$ cat config.mk
export PLATFORM = sky130hd
export DESIGN_NAME = intx_swizzle_router
export DESIGN_NICKNAME = d
export VERILOG_FILES = /design/src/rtl/irqsw_pkg.sv /design/src/rtl/irqsw_lane_decode.sv /design/src/rtl/irqsw_line_merge.sv /design/src/rtl/irqsw_line_reg.sv /design/src/rtl/irqsw_vec_table.sv /design/src/rtl/intx_swizzle_router.sv
export SDC_FILE = /design/constraint.sdc
export NUM_CORES = 1
export LEC_CHECK = 0
export ABC_AREA = 1
export BUFFER_PORTS_ARGS = -buffer_cell sky130_fd_sc_hd__buf_2
export CAP_MARGIN = 20
export CELL_PAD_IN_SITES_DETAIL_PLACEMENT = 2
export CELL_PAD_IN_SITES_GLOBAL_PLACEMENT = 2
export CORE_MARGIN = 3
export CORE_UTILIZATION = 10
export DETAILED_ROUTE_END_ITERATION = 8
export GPL_TIMING_DRIVEN = 0
export PLACE_DENSITY_LB_ADDON = 0.1
export SLEW_MARGIN = 20
export SYNTH_ARGS = -nofsm -noshare
export SYNTH_HDL_FRONTEND = slang
export SYNTH_SLANG_ARGS = --single-unit
export TNS_END_PERCENT = 5
$ cat constraint.sdc
create_clock -name clk -period 1.3 [get_ports clk]
set_input_delay 0.26 -clock clk [delete_from_list [all_inputs] [get_ports clk]]
set_output_delay 0.26 -clock clk [all_outputs]
set_load 0.02 [all_outputs]
$ cat src/rtl/irqsw_pkg.sv
`timescale 1ns/1ps
package irqsw_pkg;
   // The bus always has four interrupt lines; the index is two bits wide.
   localparam int LINES  = 4;
   localparam int LIDX_W = $clog2(LINES);
   // Interrupt pin number width (pins 0..3).
   localparam int PIN_W  = 2;

   typedef logic [LIDX_W-1:0] lidx_t;
   typedef logic [LINES-1:0]  lines_t;
endpackage

$ cat src/rtl/irqsw_lane_decode.sv
`timescale 1ns/1ps
// Per-source decode: slot field plus pin, modulo the line count, as a one-hot
// request gated by the source level.
module irqsw_lane_decode
   import irqsw_pkg::*;
#(
   parameter int ID_W     = 16,
   parameter int SLOT_LSB = 11,
   parameter int SLOT_W   = 5
) (
   input  logic [ID_W-1:0]  dev_id,
   input  logic [PIN_W-1:0] pin,
   input  logic             level,
   output lines_t           req
);
   localparam int SUM_W  = SLOT_W + 1;
   localparam int SLOT_HI = SLOT_LSB + SLOT_W;

   if (SLOT_W < LIDX_W) begin : g_bad_slot
      $error("irqsw_lane_decode: SLOT_W must cover the line index");
   end
   if (SLOT_HI > ID_W) begin : g_bad_field
      $error("irqsw_lane_decode: slot field lies outside the identifier word");
   end

   logic [SLOT_W-1:0] slot;
   logic [SUM_W-1:0]  sum;
   lidx_t             idx;

   assign slot = dev_id[SLOT_LSB +: SLOT_W];
   assign sum  = {1'b0, slot} + SUM_W'(pin);
   assign idx  = sum[LIDX_W-1:0];

   always_comb begin
      req = '0;
      if (level) begin
         req[idx] = 1'b1;
      end
   end

   // Bits that play no part in routing are gathered here on purpose.
   logic unused_sum_hi;
   assign unused_sum_hi = ^sum[SUM_W-1:LIDX_W];

   if (SLOT_LSB > 0) begin : g_lo_bits
      logic unused_id_lo;
      assign unused_id_lo = ^dev_id[SLOT_LSB-1:0];
   end
   if (SLOT_HI < ID_W) begin : g_hi_bits
      logic unused_id_hi;
      assign unused_id_hi = ^dev_id[ID_W-1:SLOT_HI];
   end
endmodule

$ cat src/rtl/irqsw_line_merge.sv
`timescale 1ns/1ps
// Wired-OR of all per-source one-hot requests onto the shared lines.
module irqsw_line_merge
   import irqsw_pkg::*;
#(
   parameter int N_SRC = 6
) (
   input  logic [N_SRC*LINES-1:0] req_flat,
   output lines_t                 any_req
);
   always_comb begin
      any_req = '0;
      for (int s = 0; s < N_SRC; s++) begin
         any_req = any_req | req_flat[s*LINES +: LINES];
      end
   end
endmodule

$ cat src/rtl/irqsw_line_reg.sv
`timescale 1ns/1ps
// Output stage for the line levels, cleared by synchronous reset.
module irqsw_line_reg
   import irqsw_pkg::*;
(
   input  logic   clk,
   input  logic   rst,
   input  lines_t d,
   output lines_t q
);
   always_ff @(posedge clk) begin
      if (rst) begin
         q <= '0;
      end else begin
         q <= d;
      end
   end
endmodule

$ cat src/rtl/irqsw_vec_table.sv
`timescale 1ns/1ps
// Controller input number per line: a base value plus the line index.
module irqsw_vec_table
   import irqsw_pkg::*;
#(
   parameter int VEC_W    = 8,
   parameter int VEC_BASE = 'h1B
) (
   output logic [LINES*VEC_W-1:0] line_vec
);
   if (VEC_BASE <= 0) begin : g_bad_base
      $error("irqsw_vec_table: controller input numbers must be non-zero");
   end
   if (VEC_BASE + LINES - 1 >= (1 << VEC_W)) begin : g_bad_width
      $error("irqsw_vec_table: VEC_W too narrow for the number table");
   end

   for (genvar k = 0; k < LINES; k++) begin : g_num
      assign line_vec[k*VEC_W +: VEC_W] = VEC_W'(VEC_BASE + k);
   end
endmodule

$ cat src/rtl/intx_swizzle_router.sv
`timescale 1ns/1ps
module intx_swizzle_router
   import irqsw_pkg::*;
#(
   parameter int N_SRC    = 6,
   parameter int ID_W     = 16,
   parameter int SLOT_LSB = 11,
   parameter int SLOT_W   = 5,
   parameter int VEC_W    = 8,
   parameter int VEC_BASE = 'h1B
) (
   input  logic                   clk,
   input  logic                   rst,
   input  logic [N_SRC-1:0]       src_level,
   input  logic [N_SRC*ID_W-1:0]  src_id,
   input  logic [N_SRC*PIN_W-1:0] src_pin,
   output logic [LINES-1:0]       line_level,
   output logic [LINES*VEC_W-1:0] line_vec
);
   if (N_SRC < 1) begin : g_bad_count
      $error("intx_swizzle_router: N_SRC must be at least 1");
   end

   logic [N_SRC*LINES-1:0] req_flat;
   lines_t                 merged;

   for (genvar s = 0; s < N_SRC; s++) begin : g_lane
      irqsw_lane_decode #(
         .ID_W     (ID_W),
         .SLOT_LSB (SLOT_LSB),
         .SLOT_W   (SLOT_W)
      ) u_dec (
         .dev_id (src_id[s*ID_W +: ID_W]),
         .pin    (src_pin[s*PIN_W +: PIN_W]),
         .level  (src_level[s]),
         .req    (req_flat[s*LINES +: LINES])
      );
   end

   irqsw_line_merge #(.N_SRC(N_SRC)) u_merge (
      .req_flat (req_flat),
      .any_req  (merged)
   );

   irqsw_line_reg u_reg (
      .clk (clk),
      .rst (rst),
      .d   (merged),
      .q   (line_level)
   );

   irqsw_vec_table #(
      .VEC_W    (VEC_W),
      .VEC_BASE (VEC_BASE)
   ) u_tab (
      .line_vec (line_vec)
   );
endmodule

# After elaboration in Yosys (flattened, before gate mapping)
# Cells that the tools add are included.
# totals
ff_bits	4
latch_bits	0
ramBits	0
rom_bits	0
in_bits	116
output_inout_bits	36
mem_count	0
# op_classes
addsub	6
multipliers	0
div	0
order_cmp	12
eq_ne	0
shifts	0
muxes	18
bitwise_logic	5
reduce_logical	6
# ops
cell	n
4-bit 2-to-1 mux	6
4-bit OR	5
2-bit by 3-bit < comparator with 1-bit output (second input constant)	6
2-bit adder	6
1-bit demux with 2-bit select	6
2-bit by 1-bit greater-or-equal comparator with 1-bit output (second input constant)	6
1-bit logical AND	6
1-bit 2-to-1 mux	6

# Depth between registers and ports, before layout
# Gate-level depths: netlist (run 1).
# depth
word_depth	11
mapped_depth	9
ltp_nobuf	9

# Hierarchy
# A second synthesis (run 1) with hierarchy kept.
# hier_totals
hier_cells	188
area_unflattened_um2	978.4
# modules_own_cells
mod	n_inst	cells_per_inst	area_each_um2
irqsw_lane_decode	6	21	92.6
irqsw_vec_table	1	34	247.7
irqsw_line_reg	1	12	110.1
irqsw_line_merge	1	16	65.1

# Worst setup path before layout (run 1)
# No wires, ideal clock.
# synth_timing
kind	input-to-reg
startpoint	input src_id[59]
endpoint	register u_reg.q[2]
setup_time_ns	0.070
arrival_time_ns	0.949
required_time_ns	1.230
slack_ns	0.281
cell_stages	6
path_cell_list	ha_1 > nor2_1 > nand3_1 > nand2_1 > inv_1 > a21oi_1
# synth_via
elab_chain_cells	9
# synth_rtl
element	line_no	source
from (decl)	intx_swizzle_router.sv:15	input logic [N_SRC*ID_W-1:0] src_id,
2-bit adder *	irqsw_lane_decode.sv:31	assign sum = {1'b0, slot} + SUM_W'(pin);
2-bit by 3-bit < comparator with 1-bit output (implied by the code) or 2-bit by 1-bit greater-or-equal comparator with 1-bit output (tied branches)	irqsw_lane_decode.sv:37	req[idx] = 1'b1;
1-bit logical AND (implied by the code)	irqsw_lane_decode.sv:37	
1-bit 2-to-1 mux (implied by the code)	irqsw_lane_decode.sv:37	
1-bit demux with 2-bit select *	-	
4-bit 2-to-1 mux *	irqsw_lane_decode.sv:36	if (level) begin
4-bit OR * (3 in series)	irqsw_line_merge.sv:14	any_req = any_req | req_flat[s*LINES +: LINES];
to (signal assigned)	irqsw_line_reg.sv:13	q <= '0;
to (signal assigned)	irqsw_line_reg.sv:15	q <= d;
to (decl)	irqsw_line_reg.sv:9	output lines_t q
# Every way passes the cells marked *; elsewhere a longest branch is shown, timed or not.
# A chain may end at the register's enable or synchronous reset.

# Worst setup path in the final report (run 1)
# layout_timing
startpoint	input src_id[91]
endpoint	register u_reg.q[2]
# layout_via
elab_chain_cells	7
# layout_rtl
element	line_no
2-bit adder *	irqsw_lane_decode.sv:31
2-bit by 3-bit < comparator with 1-bit output (implied by the code) or 2-bit by 1-bit greater-or-equal comparator with 1-bit output (tied branches)	irqsw_lane_decode.sv:37
1-bit logical AND (implied by the code)	irqsw_lane_decode.sv:37
1-bit 2-to-1 mux (implied by the code)	irqsw_lane_decode.sv:37
1-bit demux with 2-bit select *	-
4-bit 2-to-1 mux *	irqsw_lane_decode.sv:36
4-bit OR *	irqsw_line_merge.sv:14
# Marked as above.

==> results of run 1 <==
[kinds of logic (layout without fill, tap and decap cells)]
family | count (synthesis) | count (layout) | share of synthesized area (%)
compound gates | 4 | 4 | 2.14
buf+inv | 64 | 102 | 38.5
simple gates | 93 | 93 | 42.0
other cells | 2 | 32 | 0.802
fa+ha+maj | 6 | 6 | 8.02
flops | 4 | 4 | 8.56
[cell type report]
class / count / area [µm²]
Multi-Input combinational cell: 135 / 608
Buffer: 32 / 240
Clock buffer: 3 / 41.3
Sequential cell: 4 / 80.1
Timing Repair Buffer: 35 / 175
Tap cell: 108 / 135
Fill cell: 1131 / 7490
Inverter: 32 / 120
[how the worst max path moves through the flow]
stage | start | depth (start not counted) | to
after global routing | src_id[27] | 7 | u_reg.q[0]
final | src_id[91] | 7 | u_reg.q[2]
after CTS | src_id[27] | 7 | u_reg.q[0]
after global placement | src_id[91] | 7 | u_reg.q[2]
after detailed placement | src_id[27] | 7 | u_reg.q[0]
after floorplan | src_id[59] | 6 | u_reg.q[2]
[per-layer routing]
metal	up-vias	global-route usage (%)	routed length [µm]
met5	-	0	0
met4	0	0.896	0
met3	0	0.271	171
met2	33	10.4	1480
met1	499	6.61	1210
li1	598	-	-
[cell usage after synthesis (all sizes together)]
cell   instances  area share, %
nand2         51             20
buf           32             26
inv           32             13
nand3         31             17
nor2          10            4.0
ha             6            8.0
a21oi          4            2.1
dfxtp          4            8.6
conb           2           0.80
or2            1           0.94
[power by group through the flow]
stage / registers, mW / clock network, mW / logic, mW
floorplan: 0.167 / 0 / 0.325
global route: 0.146 / 0.276 / 0.541
detailed placement: 0.146 / 0 / 0.474
CTS: 0.144 / 0.262 / 0.475
finish: 0.143 / 0.252 / 0.466
global placement: 0.146 / 0 / 0.469
[metrics by stage]
stage	utilization (%)	area [µm²]	hold WS (ns)	std cells	setup slack, ns
final	15.7	1400	0.255	349	0.244
after global routing	15.7	1400	0.269	349	0.0646
after CTS	15.7	1400	0.257	349	0.212
after detailed placement	15.3	1360	0.480	346	-0.00636
after global placement	15.3	1360	0.482	346	-0.00801
after floorplan	-	1050	0.329	203	0.281
==> summary.md, run 1 <==
| Metric | Value |
|---|---|
| Run status | finished, final reports clean |
| Slowest Stage Delay on Critical Path | around 0.30 ns |
| Overall Power | 0.862 mW |
| Register area share after synthesis | under 10% |
| Max cap viols | 0 |
| CP Data Required Time | 1.44 ns |
| Drt drc | 0 |
| Ports | 152 |
| Synth Area per Inst | between 5 and 6 µm² |
| Routability cong. | roughly 0.67 |
| Largest regs | u_reg.q: 4 flops |
| Most frequent CP cell | nor2_1 |
| Logic pwr share | 54.1% |
| CTS max path bufs | 2 |
| Largest net degree at the start of global routing | 5 |
| Share of layout cells above drive strength 1 | 29.5% |
| HP Start | rst |
| Total track usage | approximately 5.4% |
| Worst path buffer plus inverter count | 1 |
| CP top delay family | simple AND/OR/NAND/NOR gates |
| Worst setup EP type | register |
| DP HPWL | 2810 µm |
| CTS sink cnt | 4 |
| Iter 0 DRT Violations | 10 |
| Final TNS setup | 0 ns |
| Static Leak | about 0.9 nW |
| Slowest CP cell | ha_1 |
| Seq cells post-synth | 4 |
| Final setup viols | 0 |
| Crit-path cells | buf_2 -> ha_1 -> nor2_1 -> nand3_1 -> nand2_1 -> nor2_1 -> a21oi_1 |
| Final net count | around 370 |
| Synth unique cells | 10 |
| Total grt overflow | 0 |
| CTS root buf | clkbuf_8 |
| H-tree depth | 1 |
| Register with the most flip-flops | u_reg.q |
| Count of warnings emitted by yosys | 0 |
| DR vias | around 1100 |
| Hold path endpoint | u_reg.q[3] |
| Most common cell after layout, fill and taps aside | nand2_1 |
| Slew Viols, Final | 0 |
| Sw Ratio | about two fifths |
| Clock Pin Slew Worst Setup and Hold Paths | 0.03 ns |
| Sequential Power Share | between 10% and 20% |
| # resized after CTS | 0 |
| Final Hold Viols | 0 |
| Most frequent cells in the layout | nand2_1, buf_2, inv_1, buf_4, conb_1 |
| Min-delay worst type | primary input to register |
| Routed WL | roughly 2900 µm |
| Core Region | 8890 µm² |
| Die W | between 100 and 150 µm |
| P_int | ~0.52 mW |
| Die height | approximately 100 µm |
| Power Dens Cells | 616 nW/µm² |
| WHS Path Cells | 2 |
| Switching power of the nets | about 0.34 mW |
| Hold-fix buffers at CTS | 0 |
| Port Buffer Count | 35 |
| CTS tree | built |
| Clk pwr share | about 30% |
| Final critical-path share of the clock period | between 80% and 90% |
| Post-route ant nets | 0 |
| Drt wl/cell | between 8 and 9 µm |
| Layout area overhead | 49.6% |
| Post-CTS Setup Repair Bufs | 0 |
| Initial core utilization | between 10% and 20% |
| Unrepaired setup endpoints after global routing | no |
| Number of buffers created by CTS | 3 |
| Final min period | 1.06 ns |
| First-pass GRT wire length | 4760 µm |
| Syn Std Cell Area | between 900 and 1000 µm² |
| Via density | 3.24 |
| Initial antenna violation count | 0 |
| Crit path max fanout | 2 |
| Number of flip-flops in the largest register | 4 |
| CP startpoint kind | primary input |
| Number of global-route vias before repair | between 1000 and 1500 |
| Row count | 34 |
| Die area | between 10000 and 15000 µm² |
| Critical Path AT | 1.19 ns |
| TritonRoute pass-1 iters | 3 |
| WS Path Type | primary input to register |
| Maximum vdd drop | around 0.13 mV |
| Highest clock rate | between 0.9 and 1 GHz |
| Cell count after synthesis | about 170 |
| Antenna cell count | 0 |
Power figures use the tool's default switching activity.
==> run 2: changes to the inputs <==
==> constraint.sdc (replaced) <==
create_clock -name clk -period 1 [get_ports clk]
set_input_delay 0.2 -clock clk [delete_from_list [all_inputs] [get_ports clk]]
set_output_delay 0.2 -clock clk [all_outputs]
set_load 0.02 [all_outputs]
==> summary.md, run 2 (same netlist as run 1, synthesis figures left out) <==
| Metric | Value |
|---|---|
| CP Data Required Time | about 1.2 ns |
| Number of buffers created by CTS | 3 |
| CP startpoint kind | primary input |
| CTS root buf | clkbuf_8 |
| P_int | 0.724 mW |
| Largest regs | u_reg.q: 4 flops |
| Run status | finished, final reports clean |
| Placed cell area | around 1400 µm² |
| Logic pwr share | between 50 and 60% |
| Initial antenna violation count | 0 |
| Hold WS | ~0.22 ns |
| Post-CTS Setup Repair Bufs | 0 |
| DR vias | about 1100 |
| CTS sink cnt | 4 |
| Design area | about 1500 µm² |
| Power Dens Cells | slightly below 800 nW/µm² |
| Row count | 34 |
| Worst setup EP type | register |
| Crit-path cells | buf_2 -> ha_1 -> nor2_2 -> nand3_1 -> nand2_1 -> inv_1 -> a21oi_2 |
| Routed WL | between 2000 and 3000 µm |
| Drt wl/cell | 8.41 µm |
| Max cap viols | 0 |
| Crit path to | u_reg.q[2] |
| Iter 0 DRT Violations | 13 |
| Initial core utilization | between 10% and 20% |
| TritonRoute pass-1 iters | 4 |
| Total grt overflow | 0 |
| Critical Path AT | 1.06 ns |
| Layout area overhead | 65.0% |
| Maximum vdd drop | around 0.17 mV |
| First-pass GRT wire length | 4760 µm |
| Crit path max fanout | 2 |
| Routability cong. | 0.666 |
| Post-route ant nets | 0 |
| Slew Viols, Final | 0 |
| Final min period | just over 0.9 ns |
| CTS max path bufs | 2 |
| Layout Utilization | 17.4% |
| Core Region | 8890 µm² |
| Ports | about 150 |
| Port Buffer Count | 35 |
| Most frequent cells in the layout | nand2_1, buf_2, buf_4, conb_1, inv_1 |
| WHS Path Cells | 2 |
| Clk pwr share | between 20% and 30% |
| Worst path buffer plus inverter count | 2 |
| WS Path Type | primary input to register |
| Largest net degree at the start of global routing | 5 |
| Die W | roughly 100 µm |
| Worst Setup SP | src_id[11] |
| Total track usage | about 5.4% |
| Worst path depth | 7 |
| Static Leak | 0.916 nW |
| DP HPWL | between 2000 and 3000 µm |
| Die height | ~100 µm |
| Sequential Power Share | between 10% and 20% |
| Register with the most flip-flops | u_reg.q |
| Final setup viols | 0 |
| H-tree depth | 1 |
| Sw Ratio | between 30% and 40% |
| CP top delay family | adder cells |
| Fillers | between 1000 and 1500 |
| Number of flip-flops in the largest register | 4 |
| Share of layout cells above drive strength 1 | roughly two fifths |
| Most common cell after layout, fill and taps aside | nand2_1 |
| Final critical-path share of the clock period | around nine tenths |
| Hold-fix buffers at CTS | 0 |
| Final net count | between 300 and 400 |
| Die area | about 11000 µm² |
| Number of global-route vias before repair | ~1200 |
| Final Hold Viols | 0 |
| Drt drc | 0 |
| Antenna cell count | 0 |
| CTS tree | built |
| Slowest CP cell | ha_1 |
| Via density | ~3.3 |
| Overall Power | approximately 1.2 mW |
| Highest clock rate | around 1.1 GHz |
| Clock Pin Slew Worst Setup and Hold Paths | about 0.030 ns |
| Switching power of the nets | roughly 0.48 mW |
| Min-delay worst type | primary input to register |
| Unrepaired setup endpoints after global routing | no |
| Slowest Stage Delay on Critical Path | between 0.3 and 0.4 ns |
run 2: changes by cell type in the layout (fill, tap and decap cells not counted):
cell,delta
nand3_1,-8
nand3_2,+8
nor2_1,-7
ha_1,-5
ha_4,+5
nor2_2,+5
a21oi_1,-3
a21oi_2,+3
inv_1,-2
inv_2,+2
nor2_4,+2
nand2_1,-1
nand2_2,+1
run 2: stage by stage:
step	setup TNS, ns	instances	worst slack [ns]
6_report	0	349	0.0868
5_1_grt	0	349	0.00300
4_1_cts	-0.00410	349	-0.00410
3_5_place_dp	-0.879	346	-0.246
3_3_place_gp	-0.868	346	-0.248
2_1_floorplan	0	203	0.0411
run 2: how the worst min path moves through the flow:
| stage | startpoint | slack, ns | to |
|---|---|---|---|
| 2_1_floorplan | rst | 0.27 | u_reg.q[0] |
| 3_3_place_gp | rst | 0.42 | u_reg.q[3] |
| 3_5_place_dp | rst | 0.42 | u_reg.q[3] |
| 4_1_cts | rst | 0.20 | u_reg.q[3] |
| 5_1_grt | rst | 0.22 | u_reg.q[2] |
| 6_report | rst | 0.22 | u_reg.q[2] |
run 2: repair_timing:
| item | CTS | global route |
|---|---|---|
| resized for setup | 4 | 24 |
| pin swaps | 0 | 9 |
| hold endpoints to repair | 0 | 0 |
| setup endpoints to repair | 2 | 4 |
run 2: power by group through the flow:
stage / Clock (mW) / Sequential, mW / Combinational, mW
finish: 0.329 / 0.187 / 0.691
global route: 0.358 / 0.189 / 0.789
CTS: 0.341 / 0.187 / 0.626
global placement: 0 / 0.189 / 0.609
detailed placement: 0 / 0.189 / 0.617
floorplan: 0 / 0.217 / 0.423
run 2: area by class of cell:
class,instances,area (µm²),share of cell area (%)
clock buffers,3,41.3,2.67
inverters,32,120,7.78
well taps,108,135,8.75
multi-input cells,135,752,48.7
flip-flops and latches,4,80.1,5.19
plain buffers,32,240,15.6
repair buffers,35,175,11.3
run 2: routing by layer:
metal / part of all wire, % / up-vias / GRT usage, %
li1: - / 599 / -
met1: 42 / 515 / 6.61
met2: 52 / 33 / 10.4
met3: 5.6 / 0 / 0.271
met4: 0 / 0 / 0.896
met5: 0 / - / 0
==> run 3: changes to the inputs <==
--- a/config.mk
+++ b/config.mk
@@ -15,6 +15,7 @@
 export DETAILED_ROUTE_END_ITERATION = 8
 export GPL_TIMING_DRIVEN = 0
 export PLACE_DENSITY_LB_ADDON = 0.1
+export REMOVE_ABC_BUFFERS = 1
 export SLEW_MARGIN = 20
 export SYNTH_ARGS = -nofsm -noshare
 export SYNTH_HDL_FRONTEND = slang
==> summary.md, run 3 (same netlist as run 1, synthesis figures left out) <==
| Metric | Value |
|---|---|
| First-pass GRT wire length | around 4300 µm |
| Fillers | 1092 |
| CTS root buf | clkbuf_8 |
| Die W | between 100 and 150 µm |
| WS Path Type | primary input to register |
| CP Data Required Time | between 1 and 1.5 ns |
| Routability cong. | roughly 0.63 |
| Antenna cell count | 0 |
| Core Region | ~9000 µm² |
| Run status | finished, final reports clean |
| CTS max path bufs | 2 |
| Slowest CP cell | ha_4 |
| CTS sink cnt | 4 |
| Initial core utilization | about a tenth |
| Worst setup EP type | register |
| Die area | between 10000 and 15000 µm² |
| Final min period | 0.914 ns |
| Most common cell after layout, fill and taps aside | nand2_1 |
| Final critical-path share of the clock period | between 90% and 100% |
| Most frequent cells in the layout | nand2_1, buf_2, conb_1 |
| Total grt overflow | 0 |
| Post-route ant nets | 0 |
| Static Leak | approximately 0.75 nW |
| Slew Viols, Final | 0 |
| Via density | approximately 3.2 |
| Sw Ratio | about two fifths |
| Placed cell count | about 310 |
| Maximum vdd drop | 0.245 mV |
| Largest net degree at the start of global routing | 5 |
| Number of buffers created by CTS | 3 |
| Drt wl/cell | between 8 and 9 µm |
| Ports | approximately 150 |
| Power Dens Cells | about 850 nW/µm² |
| Die height | 103 µm |
| Drt drc | 0 |
| Unrepaired setup endpoints after global routing | yes |
| CP startpoint kind | primary input |
| Min-delay worst type | primary input to register |
| Layout Utilization | between 10% and 20% |
| Final net count | between 300 and 400 |
| TritonRoute pass-1 iters | 1 |
| Max cap viols | 0 |
| Routed WL | around 2800 µm |
| Share of layout cells above drive strength 1 | 28.7% |
| P_int | ~0.64 mW |
| Iter 0 DRT Violations | 0 |
| Final Hold Viols | 0 |
| Highest clock rate | 1.09 GHz |
| Non-filler instance count after layout | about 320 |
| Most frequent CP cell | nand3_1 |
| Register with the most flip-flops | u_reg.q |
| Initial antenna violation count | 0 |
| Largest regs | u_reg.q: 4 flops |
| Overall Power | 1.10 mW |
| Final setup viols | 0 |
| Number of global-route vias before repair | ~1100 |
| Switching power of the nets | around 0.46 mW |
| Row count | 34 |
| Sequential Power Share | 17.0% |
| Port Buffer Count | 35 |
| DR vias | just over 1000 |
| Critical Path AT | between 1 and 1.5 ns |
| Crit-path cells | buf_2 -> ha_4 -> inv_1 -> nand3_1 -> nand3_1 -> nand2_1 -> nor2_1 -> a21oi_1 |
| Number of flip-flops in the largest register | 4 |
| CTS tree | built |
| Layout area overhead | 37.0% |
| Total track usage | under 10% |
| DP HPWL | 2670 µm |
| H-tree depth | 1 |
| Slowest Stage Delay on Critical Path | ~0.16 ns |
| Hold-fix buffers at CTS | 0 |
| Logic pwr share | between 50% and 60% |
| Clock Pin Slew Worst Setup and Hold Paths | roughly 0.030 ns |
| Clk pwr share | 30.2% |
| Crit path max fanout | 3 |
run 3: changes by cell type in the layout (fill, tap and decap cells not counted), sizes merged:
cell  before  now
buf       67   35
run 3: path summary, 6_finish.rpt:
check,start,to,slack [ns],cells past startpoint
min,rst,u_reg.q[2],0.21,2
max,src_id[43],u_reg.q[0],0.09,8
run 3: power by group through the flow:
stage / Clock, mW / Combinational, mW / Sequential [mW]
3_5_place_dp: 0 / 0.521 / 0.189
4_1_cts: 0.347 / 0.530 / 0.187
5_1_grt: 0.358 / 0.667 / 0.188
2_1_floorplan: 0 / 0.326 / 0.217
6_report: 0.330 / 0.579 / 0.186
3_3_place_gp: 0 / 0.520 / 0.189
run 3: area by class of cell:
cell class,instances,area [µm²],share of cell area [%]
Multi-Input combinational cell,135,731,57.0
Timing Repair Buffer,35,175,13.7
Tap cell,108,135,10.5
Inverter,32,120,9.37
Sequential cell,4,80.1,6.24
Clock buffer,3,41.3,3.22
run 3: metal layers:
metal | vias to the layer above | wire length (µm) | global-route usage (%)
met5 | - | 0 | 0
met4 | 0 | 0 | 0.598
met3 | 0 | 245 | 1.35
met2 | 40 | 1410 | 9.48
met1 | 450 | 1180 | 5.80
li1 | 535 | - | -
run 3: stage by stage:
step                      TNS (ns)  setup WS, ns  hold slack (ns)  area (µm²)
final                            0        0.0859            0.212        1280
after global routing      -0.00430      -0.00339            0.220        1280
after CTS                        0       0.00655            0.207        1170
after detailed placement    -0.923        -0.268            0.436        1120
after global placement      -0.930        -0.256            0.437        1120
after floorplan                  0        0.0411            0.269         808
run 3: worst max-delay path, delay by kind of cell:
family	cells	cell delay (ns)
and+or+nand+nor	4	0.38
buffers and inverters	2	0.18
AOI/OAI and AO/OA	1	0.08
adders and majority gates	1	0.16
run 3: repair_timing:
item / in CTS / in global routing
buffers inserted: 0 / 0
setup endpoints to repair: 2 / 4
resized for setup: 4 / 17
pin swaps: 4 / 7
